File: config.mk
export PLATFORM = sky130hd
export DESIGN_NAME = dual_secs_counter
export DESIGN_NICKNAME = d
export VERILOG_FILES = /design/src/rtl/dsc_pkg.sv /design/src/rtl/secs_lane.sv /design/src/rtl/snap_latch.sv /design/src/rtl/dual_secs_counter.sv
export SDC_FILE = /design/constraint.sdc
export NUM_CORES = 1
export LEC_CHECK = 0
export BUFFER_PORTS_ARGS = -buffer_cell sky130_fd_sc_hd__buf_2
export CORE_MARGIN = 2
export CORE_UTILIZATION = 50
export DETAILED_ROUTE_END_ITERATION = 10
export GPL_TIMING_DRIVEN = 0
export PLACE_DENSITY_LB_ADDON = 0.3
export SYNTH_ARGS = -nofsm -noshare
export SYNTH_HDL_FRONTEND = slang
export SYNTH_HIERARCHICAL = 1
export SYNTH_SLANG_ARGS = --single-unit
File: constraint.sdc
create_clock -name clk -period 1.6 [get_ports clk]
set_input_delay 0.24 -clock clk [delete_from_list [all_inputs] [get_ports clk]]
set_output_delay 0.24 -clock clk [all_outputs]
set_load 0.01 [all_outputs]
File: src/rtl/dsc_pkg.sv
package dsc_pkg;
    typedef enum logic {
        LANE_RUN = 1'b0,
        LANE_SUP = 1'b1
    } lane_e;

    localparam int unsigned N_LANES = 2;
endpackage

File: src/rtl/secs_lane.sv
module secs_lane #(
    parameter int unsigned CNT_W = 32
) (
    input  logic             clk,
    input  logic             rst,
    input  logic             inc_i,
    input  logic             clr_i,
    input  logic             load_i,
    input  logic [CNT_W-1:0] load_word_i,
    output logic [CNT_W-1:0] count_o
);
    localparam logic [CNT_W-1:0] ONE = CNT_W'(1);

    typedef struct packed {
        logic [CNT_W-1:0] count;
    } lane_state_t;

    lane_state_t state_d, state_q;

    // priority: clear, then load, then count
    always_comb begin
        state_d = state_q;
        if (clr_i) begin
            state_d.count = '0;
        end else if (load_i) begin
            state_d.count = load_word_i;
        end else if (inc_i) begin
            state_d.count = state_q.count + ONE;
        end
    end

    always_ff @(posedge clk) begin
        if (rst) begin
            state_q <= '0;
        end else begin
            state_q <= state_d;
        end
    end

    assign count_o = state_q.count;
endmodule

File: src/rtl/snap_latch.sv
module snap_latch #(
    parameter int unsigned CNT_W   = 32,
    parameter int unsigned N_LANES = 2,
    localparam int unsigned SEL_W  = (N_LANES > 1) ? $clog2(N_LANES) : 1
) (
    input  logic             clk,
    input  logic             rst,
    input  logic             snap_i,
    input  logic [SEL_W-1:0] sel_i,
    input  logic [CNT_W-1:0] lane_cnt_i [N_LANES],
    output logic [CNT_W-1:0] snap_o
);
    typedef struct packed {
        logic [CNT_W-1:0] value;
    } snap_state_t;

    snap_state_t state_d, state_q;
    logic [CNT_W-1:0] picked;

    always_comb begin
        picked = '0;
        for (int i = 0; i < N_LANES; i++) begin
            if (sel_i == SEL_W'(i)) begin
                picked = lane_cnt_i[i];
            end
        end
    end

    always_comb begin
        state_d = state_q;
        if (snap_i) begin
            state_d.value = picked;
        end
    end

    always_ff @(posedge clk) begin
        if (rst) begin
            state_q <= '0;
        end else begin
            state_q <= state_d;
        end
    end

    assign snap_o = state_q.value;
endmodule

File: src/rtl/dual_secs_counter.sv
module dual_secs_counter #(
    parameter int unsigned CNT_W = 32
) (
    input  logic             clk,
    input  logic             rst,
    input  logic             tick_i,
    input  logic             supply_ok_i,
    input  logic             clr_run_i,
    input  logic             clr_sup_i,
    input  logic             load_run_i,
    input  logic             load_sup_i,
    input  logic [CNT_W-1:0] load_word_i,
    input  logic             snap_i,
    input  logic             snap_sel_i,
    output logic [CNT_W-1:0] snap_o
);
    import dsc_pkg::*;

    logic [CNT_W-1:0] lane_cnt [N_LANES];
    logic [N_LANES-1:0] lane_en, lane_clr, lane_load;

    assign lane_clr[LANE_RUN]  = clr_run_i;
    assign lane_clr[LANE_SUP]  = clr_sup_i;
    assign lane_load[LANE_RUN] = load_run_i;
    assign lane_load[LANE_SUP] = load_sup_i;

    for (genvar g = 0; g < N_LANES; g++) begin : g_lane
        if (g == int'(LANE_RUN)) begin : g_always
            assign lane_en[g] = 1'b1;
        end else begin : g_gated
            assign lane_en[g] = supply_ok_i;
        end

        secs_lane #(.CNT_W(CNT_W)) lane_i (
            .clk         (clk),
            .rst         (rst),
            .inc_i       (tick_i & lane_en[g]),
            .clr_i       (lane_clr[g]),
            .load_i      (lane_load[g]),
            .load_word_i (load_word_i),
            .count_o     (lane_cnt[g])
        );
    end

    snap_latch #(.CNT_W(CNT_W), .N_LANES(N_LANES)) snap_i0 (
        .clk        (clk),
        .rst        (rst),
        .snap_i     (snap_i),
        .sel_i      (snap_sel_i),
        .lane_cnt_i (lane_cnt),
        .snap_o     (snap_o)
    );

    logic [CNT_W-1:0] run_cnt_w, sup_cnt_w;
    assign run_cnt_w = lane_cnt[LANE_RUN];
    assign sup_cnt_w = lane_cnt[LANE_SUP];
endmodule

== Word level (Yosys, flattened, before mapping) ==
Index checks and enable logic that the tools add are counted.

* Input port bits: 42
* Bits in registers: 96
* Output and inout bits: 32

* Multiplexer cells: 5
* Reduce and logical (&&, ||, !) cells: 4
* Bitwise operators: 1
* Add/sub/neg operators: 2

{| class="wikitable"
|+ Operators by type and width
! kind !! count
|-
| two-way mux 32 bit || 5
|-
| adder 32 x 1 -> 32 bit, second input constant || 2
|-
| nonzero test 2 bit || 2
|-
| OR reduction 2 bit || 2
|-
| bitwise AND 1 bit || 1
|}

== Logic depth before layout (Yosys ltp) ==
Gate-level depths: netlist of run 1.

* Depth in word-level cells: 3
* Depth in mapped cells: 7
* Mapped depth without buffers: 6

== Hierarchy ==
Netlist of run 1, hierarchy kept.

{| class="wikitable"
|+ Modules (own cells, without submodules)
! module !! times used !! sequential area each (sq um) !! cells an instance !! area an instance (sq um)
|-
| secs_lane (g_lane[0].lane_i) || 1 || 640.6 || 225 || 1841.8
|-
| secs_lane (g_lane[1].lane_i) || 1 || 640.6 || 220 || 1798.0
|-
| snap_latch || 1 || 640.6 || 142 || 1437.6
|-
| dual_secs_counter || 1 || 0.0 || 1 || 6.3
|}

== Worst setup path after synthesis of run 1 ==
No wires, ideal clock.

* Kind: flip-flop to flip-flop
* Start: register g_lane[0].lane_i.state_q (netlist bit g_lane[0].lane_i/count_o[0])
* End: register g_lane[0].lane_i.state_q (netlist bit g_lane[0].lane_i/count_o[26])
* Path slack: -49 ps
* Required time: 1530 ps
* Cell stages (with the launch flop): 7
* Buffers on the path: 0
* Arrival: 1579 ps
* Cells stage by stage: dfxtp_1 -> ha_1 -> nand2_1 -> nor3_2 -> nand4_1 -> xor2_1 -> a21oi_1

* Longest elaborated chain between the ends: 3

{| class="wikitable"
|+ RTL lines
! item !! line !! source
|-
| start: declaration || secs_lane.sv:18 || <nowiki>lane_state_t state_d, state_q;</nowiki>
|-
| start signal: assignment || secs_lane.sv:36 || <nowiki>state_q <= state_d;</nowiki>
|-
| adder 32 x 1 -> 32 bit || secs_lane.sv:28 || <nowiki>state_d.count = state_q.count + ONE;</nowiki>
|-
| two-way mux 32 bit || secs_lane.sv:27 || <nowiki>end else if (inc_i) begin</nowiki>
|-
| two-way mux 32 bit || secs_lane.sv:25 || <nowiki>end else if (load_i) begin</nowiki>
|}

Every way passes these cells. The select of a mux whose other input is x is not followed.
A chain may end at the register's enable or synchronous reset.

== Final worst setup path of run 1 ==
* Start: register g_lane[0].lane_i.state_q (netlist bit g_lane[0].lane_i/count_o[2])
* End: register g_lane[0].lane_i.state_q (netlist bit g_lane[0].lane_i/count_o[30])

Same word-level chain as after synthesis.

==> flow_summary.yaml, run 1 <==
route:
  drc: 0
  first_pass_iters: 5
  antenna_left: 0
  drtIter0Drc: 565
  routed_via_density: 6.139
  wl_um: 16840
  routed-via-count: 5255
  wl_per_cell_um: 19.67
clocking:
  clock-sinks: 96
  cts_tree: "yes"
  clockBufferDepth: 2
  ctsHoldBuffers: 0
  clock_latency_ps: 380
  tritoncts.num_buffers: 9
  cts.clk_slew.worst_paths_ps: 90
  htree_num_levels: 3
  root_buffer: "clkbuf_8"
power_and_ir_drop:
  p_total_mw: 4.994
  ir_drop_uv: 463.4
  p_per_area_nw_per_um2: 762.9
  power_leakage_nw: 2.663
placed_design:
  pre_cts_slack_ps: -520.6
  post_dp_cell_area_um2: 5612
  dp_hpwl_um: 10930
  port_buffers: 71
  gp_congestion: 0.9425
  placed_cells: 792
sta:
  setup_violations: 13
  finalCritPeriodShare_pct: 108.3
  slew_headroom_pct: 54.81
  hold_viol_final: 0
  slew_viol_final: 0
  fin_crit_ps: 1733
  fin_tns_setup_ps: -527.2
  whs_ps: 112.9
  fmax_ghz: 0.5769
  finalClockSkew_ps: 11.36
  worst_slack_ps: -133.5
  worst_pin_slew_ps: 677.8
  rsz0062_at_grt: "true"
cells_and_area:
  final_cell_mix: "buf_2, nor2_1, dfxtp_1"
  final.fill_count: 764
  antenna-diode-count: 0
  design_area_um2: 6546
  fin_nets: 762
  syn_to_final_growth_pct: 28.77
  drive_gt1_share_pct: 30.98
  final_cell_count_no_fill: 856
  utilization_pct: 66.67
  mostFrequentLayoutCell: "buf_2"
floorplan:
  ios: 74
  dieArea_um2: 10990
  rows: 36
  die-width_um: 104.8
  core_um2: 9819
  initial_core_util_pct: 51.77
  die_h_um: 104.8
worst_setup_path:
  worstSetupEndpointType: "flop"
  r2r_cells: 6
  path_buf_inv: 1
  critPathMaxFanout: 6
  cp_slowest_cell: "dfxtp_4"
  critPathMaxStageDelay_ps: 400
  cp.arrival_ps: 2040
  startpoint_type: "flop"
  criticalPathCategory: "reg -> reg"
  r2r_slack_ps: -130
  cp_num_cells: 6
  required_ps: 1900
  crit_chain: "nand4_4 -> buf_8 -> nor4_1 -> nand4_1 -> xor2_1 -> o22ai_1"
  cp_top_family: "simple AND/OR/NAND/NOR gates"
grt:
  grt_pass1_wl_um: 24940
  grt_max_degree: 16
  first_global_vias: 4917
  grt_overflow: 0
  antenna_found_initial: 0
  grt_use_total_pct: 28.73
hold_path:
  whs_path_depth: 3
  holdCritPathClass: "in -> reg"
yosys:
  synth_top_flop_cell: "dfxtp_1"
  syn_nets: 632
  yosysSeqAreaShare_pct: 37.80
  ys_types: 41
  synth-async-reset-ratio_pct: 0
  yosysWarnings: 6
  synth.avg_cell_area_um2: 8.646
  syn-cell-area_um2: 5084
  syn_inst: 588
  synth-edff-count: 0
  ys_ff_latch: 96
run_status:
  outcome: "finished, violations left"
  violations: "setup timing"
flow_run:
  max-cap-violations: 0
## sequential cells by signal, summed over array words and instances (netlist names)
| signal | count |
|---|---|
| snap_i0/snap_o | 32 |
| g_lane.lane_i/count_o | 64 |
## routing by layer
metal,vias to the layer above,share of wire (%),track usage [%]
met5,-,0,0
met4,0,3.9,14.57
met3,69,9.3,6.488
met2,344,47,45.32
met1,2456,40,36.81
li1,2386,-,-
## timing repair
action	4_1_cts	5_1_grt
buffers inserted	19	29
resized for setup	53	51
pin swaps	13	38
setup endpoints to repair	48	42
endpoints found under the hold margin	0	0
## where the power goes
group | switching [mW] | total, mW | internal, mW
clock | 0.850 | 1.73 | 0.882
sequential | 0.119 | 2.60 | 2.48
combinational | 0.391 | 0.666 | 0.275
## cell families after synthesis
kind of cell    share of synthesized area, %
flops                                  37.80
compound gates                         15.95
xor+xnor                               10.51
simple gates                           22.94
fa+ha+maj                             0.4922
mux                                    7.482
buf+inv                                4.824
## final cells by class
cell class	count	area [um2]	share of cell area, %
plain buffers	36	217.7	3.326
clock buffers	11	131.4	2.007
clock inverters	5	81.33	1.242
inverters	9	33.78	0.5161
multi-input cells	447	3120	47.67
flip-flops and latches	96	2027	30.96
well taps	133	166.4	2.542
repair buffers	119	768.2	11.74
## synth_stat cells (13+ instances only)
cell type | count | area, um2
dfxtp_1 | 96 | 1922
nor2_1 | 69 | 259.0
a21oi_1 | 57 | 285.3
mux2i_1 | 38 | 380.4
o21ai_0 | 38 | 190.2
xor2_1 | 38 | 332.8
a211oi_1 | 32 | 240.2
nand4_1 | 32 | 200.2
nand2_1 | 27 | 101.4
xnor2_1 | 23 | 201.4
clkbuf_1 | 22 | 82.58
nand3_1 | 17 | 85.08
and3_1 | 13 | 81.33
nor3_1 | 13 | 65.06
## worst paths after layout
check                                                              start                                   endpoint
worst min register to register           snap_i0/snap_o[28]$_SDFFE_PP0P_            snap_i0/snap_o[28]$_SDFFE_PP0P_
worst max register to register  g_lane[0].lane_i/count_o[2]$_SDFFE_PP0P_  g_lane[0].lane_i/count_o[30]$_SDFFE_PP0P_
worst min-delay path                                      load_word_i[8]   g_lane[1].lane_i/count_o[8]$_SDFFE_PP0P_
worst max-delay path            g_lane[0].lane_i/count_o[2]$_SDFFE_PP0P_  g_lane[0].lane_i/count_o[30]$_SDFFE_PP0P_
## worst register-to-register path, delay by kind of cell (launching register included)
family                    cells  cell delay (ps)
and+or+nand+nor               3              740
DFF                           1              400
buffers and inverters         1              200
xor gates and xnor gates      1              190
AOI/OAI and AO/OA             1              140
No activity file was read; power rests on OpenSTA's default activity.
==> run 2: changes to the inputs <==
--- a/config.mk
+++ b/config.mk
@@ -11,6 +11,7 @@
 export DETAILED_ROUTE_END_ITERATION = 10
 export GPL_TIMING_DRIVEN = 0
 export PLACE_DENSITY_LB_ADDON = 0.3
+export SKIP_CTS_REPAIR_TIMING = 1
 export SYNTH_ARGS = -nofsm -noshare
 export SYNTH_HDL_FRONTEND = slang
 export SYNTH_HIERARCHICAL = 1
==> run 2 against run 1 <==
- the run still ends with setup timing left
- sequential cell count stayed put
- clock power hardly changed
- first-iteration DRC count is 19% lower
- critical path type unchanged
- critical endpoint is now g_lane[0].lane_i/count_o[15]$_SDFFE_PP0P_
- largest cell class unchanged
==> flow_summary.yaml, run 2 (same netlist as run 1, synthesis figures left out) <==
clocking:
  root_buffer: "clkbuf_8"
  cts.clk_slew.worst_paths_ps: 90
  tritoncts.num_buffers: 9
  htree_num_levels: 3
  clock_latency_ps: 380
  cts_tree: "yes"
  clock-sinks: 96
  clockBufferDepth: 2
cells_and_area:
  antenna-diode-count: 0
  drive_gt1_share_pct: 26.69
  final_cell_mix: "buf_2, nor2_1, dfxtp_1"
  seqCellArea_um2: 2011
  final.fill_count: 833
  design_area_um2: 6248
  fin_nets: 736
  largest_reg_flops: 64
  final_cell_count_no_fill: 830
  syn_to_final_growth_pct: 22.91
  mostFrequentLayoutCell: "buf_2"
  multiInputGateArea_um2: 3074
floorplan:
  ios: 74
  initial_core_util_pct: 51.77
  die_h_um: 104.8
  dieArea_um2: 10990
  die-width_um: 104.8
  core_um2: 9819
  rows: 36
grt:
  grt_pass1_wl_um: 23760
  first_global_vias: 4686
  antenna_found_initial: 0
  grt_use_total_pct: 27.38
  grt_overflow: 0
  grt_max_degree: 16
placed_design:
  gp_congestion: 0.9425
  post_dp_cell_area_um2: 5612
  dp_hpwl_um: 10930
  placed_cells: 792
  port_buffers: 71
sta:
  fin_crit_ps: 1684
  worst_pin_slew_ps: 639.8
  setup_violations: 4
  hold_viol_final: 0
  rsz0062_at_grt: "true"
  finalClockSkew_ps: 10.74
  fmax_ghz: 0.5939
  slew_viol_final: 0
  fin_tns_setup_ps: -156.1
  whs_ps: 112.9
  slew_headroom_pct: 57.35
  worst_slack_ps: -83.84
  finalCritPeriodShare_pct: 105.2
worst_setup_path:
  startpoint: "g_lane[0].lane_i/count_o[11]$_SDFFE_PP0P_"
  critPathMaxFanout: 5
  r2r_end: "g_lane[0].lane_i/count_o[15]$_SDFFE_PP0P_"
  r2r_slack_ps: -80
  required_ps: 1830
  startpoint_type: "flop"
  cp-endpoint: "g_lane[0].lane_i/count_o[15]$_SDFFE_PP0P_"
  r2r_cells: 5
  criticalPathCategory: "reg -> reg"
  cp.arrival_ps: 1910
  worstSetupEndpointType: "flop"
  r2r_start: "g_lane[0].lane_i/count_o[11]$_SDFFE_PP0P_"
route:
  first_pass_iters: 6
  routed_via_density: 6.082
  drtIter0Drc: 457
  drc: 0
  routed-via-count: 5048
  antenna_left: 0
  wl_per_cell_um: 18.91
  wl_um: 15700
run_status:
  violations: "setup timing"
  outcome: "finished, violations left"
power_and_ir_drop:
  power_leakage_nw: 2.515
  p_per_area_nw_per_um2: 793.8
  ir_drop_uv: 463.5
hold_path:
  holdCritPathClass: "in -> reg"
flow_run:
  max-cap-violations: 0
-- run 2: cell types whose count changed in the layout (fill, tap and decap cells not counted), moves of 3 or more --
cell	previous run	this run
nor3_2	3	0
dfxtp_4	24	19
buf_4	43	20
nand3_1	11	14
dfxtp_1	60	63
-- run 2: routing by layer --
metal  vias to the layer above  share of wire [%]  track usage (%)
met2                       288                 46            42.58
li1                       2338                  -                -
met3                        58                9.0            5.739
met1                      2364                 42            36.08
met4                         0                3.7            13.33
met5                         -                  0                0
-- run 2: cell type report --
cell class,count,area share (%)
multi-input cells,448,49.20
well taps,133,2.663
clock buffers,11,2.103
plain buffers,36,3.424
flip-flops and latches,96,32.18
inverters,9,0.5406
repair buffers,92,8.590
clock inverters,5,1.302
-- run 2: worst min path at each step --
stage	start	slack [ps]	endpoint	cells after the start
after global routing	load_word_i[8]	110	g_lane[1].lane_i/count_o[8]$_SDFFE_PP0P_	3
after detailed placement	snap_i0/snap_o[28]$_SDFFE_PP0P_	480	snap_i0/snap_o[28]$_SDFFE_PP0P_	2
final	load_word_i[8]	110	g_lane[1].lane_i/count_o[8]$_SDFFE_PP0P_	3
after floorplan	rst	310	snap_i0/snap_o[30]$_SDFFE_PP0P_	1
after CTS	load_word_i[10]	100	g_lane[1].lane_i/count_o[10]$_SDFFE_PP0P_	3
after global placement	snap_i0/snap_o[9]$_SDFFE_PP0P_	470	snap_i0/snap_o[9]$_SDFFE_PP0P_	2
-- run 2: critical path: stages (launching register included) --
cell     delay (ps)
dfxtp_4         390
nand4_4         150
or4_4           560
nor3_4          140
xnor2_1         160
a21oi_1         120
-- run 2: power breakdown --
| group | total (mW) | switching (mW) | leakage (nW) | internal, mW |
|---|---|---|---|---|
| logic | 0.628 | 0.370 | 1.60 | 0.257 |
| clock network | 1.73 | 0.844 | 0.104 | 0.882 |
| registers | 2.61 | 0.124 | 0.807 | 2.48 |
| total | 4.96 | 1.34 | 2.52 | 3.62 |
-- run 2: per-stage QoR --
| step | utilization (%) | worst slack, ps | total power, mW |
|---|---|---|---|
| detailed placement | 57.15 | -520.6 | 3.265 |
| global placement | 57.15 | -486.7 | 3.242 |
| floorplan | - | 10.06 | 3.019 |
| CTS | 59.31 | -546.7 | 4.981 |
| global route | 63.63 | -81.10 | 5.145 |
| finish | 63.63 | -83.84 | 4.960 |
==> run 3: changes to the inputs <==
--- a/config.mk
+++ b/config.mk
@@ -10,7 +10,7 @@
 export CORE_UTILIZATION = 50
 export DETAILED_ROUTE_END_ITERATION = 10
 export GPL_TIMING_DRIVEN = 0
-export PLACE_DENSITY_LB_ADDON = 0.3
+export PLACE_DENSITY = 0.74
 export SKIP_CTS_REPAIR_TIMING = 1
 export SYNTH_ARGS = -nofsm -noshare
 export SYNTH_HDL_FRONTEND = slang
==> run 3 against run 2 <==
- die area unchanged
- largest power group unchanged
- sequential power about the same
- the run still ends with setup timing left
- wire length up 3.3%
- register-to-register slack better by 30 ps
- largest cell class unchanged
- global-route usage up 0.53 points
- power up 4.8%
- clock-buffer cell count unchanged
==> flow_summary.yaml, run 3 (same netlist as run 1, synthesis figures left out) <==
clocking:
  clock_latency_ps: 370
  cts.clk_slew.worst_paths_ps: 90
  htree_num_levels: 3
  root_buffer: "clkbuf_8"
  clock-sinks: 96
  clockBufferDepth: 2
  tritoncts.num_buffers: 9
  cts_tree: "yes"
sta:
  rsz0062_at_grt: "true"
  fin_crit_ps: 1650
  slew_headroom_pct: 44.51
  whs_ps: 122.5
  finalClockSkew_ps: 12.85
  worst_slack_ps: -50.09
  worst_pin_slew_ps: 829.4
  fmax_ghz: 0.6060
  finalCritPeriodShare_pct: 103.1
  slew_viol_final: 0
  fin_tns_setup_ps: -192.5
  hold_viol_final: 0
  setup_violations: 7
route:
  drtIter0Drc: 436
  routed-via-count: 5161
  first_pass_iters: 5
  wl_met1_um: 6652
  routed_via_density: 6.196
  drc: 0
  wl_um: 16210
  antenna_left: 0
  wl_met3_um: 1433
  wl_per_cell_um: 19.46
  highest_layer: "met4"
  wl_met2_um: 7654
grt:
  grt_max_degree: 15
  grt_pass1_wl_um: 24390
  antenna_found_initial: 0
  first_global_vias: 4748
  grt_use_total_pct: 27.90
  grt_overflow: 0
worst_setup_path:
  startpoint_type: "primary input"
  criticalPathCategory: "in -> reg"
  critPathMaxFanout: 10
  cp.arrival_ps: 1950
  required_ps: 1900
  worstSetupEndpointType: "flop"
  r2r_slack_ps: -50
placed_design:
  port_buffers: 71
  gp_congestion: 0.9178
  pre_cts_slack_ps: -500.6
  dp_hpwl_um: 10950
  placed_cells: 792
floorplan:
  die-width_um: 104.8
  dieArea_um2: 10990
  die_h_um: 104.8
  initial_core_util_pct: 51.77
  ios: 74
  rows: 36
  core_um2: 9819
power_and_ir_drop:
  p_per_area_nw_per_um2: 815.9
  ir_drop_uv: 376.6
  power_leakage_nw: 2.584
  p_total_mw: 5.199
cells_and_area:
  seqCellArea_um2: 2002
  final_cell_mix: "buf_2, nor2_1, dfxtp_1"
  multiInputGateArea_um2: 3117
  final.fill_count: 836
  final_cell_count_no_fill: 833
  antenna-diode-count: 0
  syn_to_final_growth_pct: 25.35
  largest_reg_flops: 64
  fin_nets: 741
  drive_gt1_share_pct: 28.00
  mostFrequentLayoutCell: "buf_2"
run_status:
  violations: "setup timing"
  outcome: "finished, violations left"
flow_run:
  max-cap-violations: 0
hold_path:
  holdCritPathClass: "in -> reg"
[run 3: cell types whose count changed in the layout (fill, tap and decap cells not counted), sizes merged]
cell      before  now
buf          106  111
clkinvlp       1    0
bufinv         2    3
clkinv         3    1
[run 3: critical path: stages]
cell	delay, ps
buf_2	180
nor2_1	660
clkbuf_1	470
o21ai_0	220
a21oi_2	170
[run 3: stage by stage]
stage / cell area [um2] / util (%)
4_1_cts: 5853 / 59.61
5_1_grt: 6372 / 64.90
3_3_place_gp: 5612 / 57.15
6_report: 6372 / 64.90
2_1_floorplan: 5090 / -
3_5_place_dp: 5612 / 57.15
[run 3: worst paths after layout]
path | startpoint | endpoint | cells past startpoint
min reg2reg | snap_i0/snap_o[26]$_SDFFE_PP0P_ | snap_i0/snap_o[26]$_SDFFE_PP0P_ | 2
min | load_word_i[5] | g_lane[0].lane_i/count_o[5]$_SDFFE_PP0P_ | 3
max | rst | g_lane[1].lane_i/count_o[11]$_SDFFE_PP0P_ | 5
max reg2reg | g_lane[1].lane_i/count_o[5]$_SDFFE_PP0P_ | g_lane[1].lane_i/count_o[17]$_SDFFE_PP0P_ | 6
[run 3: area by class of cell]
class | count | share of cell area [%]
buffer | 36 | 3.416
clock buffer | 11 | 2.376
clock inverter | 3 | 1.414
inverter | 9 | 0.5301
multi-input combinational | 448 | 48.91
sequential | 96 | 31.42
tap | 133 | 2.611
timing repair buffer | 97 | 9.327
[run 3: power by group]
group	switching (mW)	total (mW)	internal (mW)	leakage (nW)
Clock	0.847	1.95	1.11	0.121
Sequential	0.127	2.61	2.49	0.806
Combinational	0.374	0.632	0.258	1.66
Total	1.35	5.20	3.85	2.58
[run 3: layer usage]
layer	vias to the layer above	GRT usage (%)
li1	2340	-
met1	2472	37.42
met2	300	45.27
met3	49	4.055
met4	0	10.86
met5	-	0
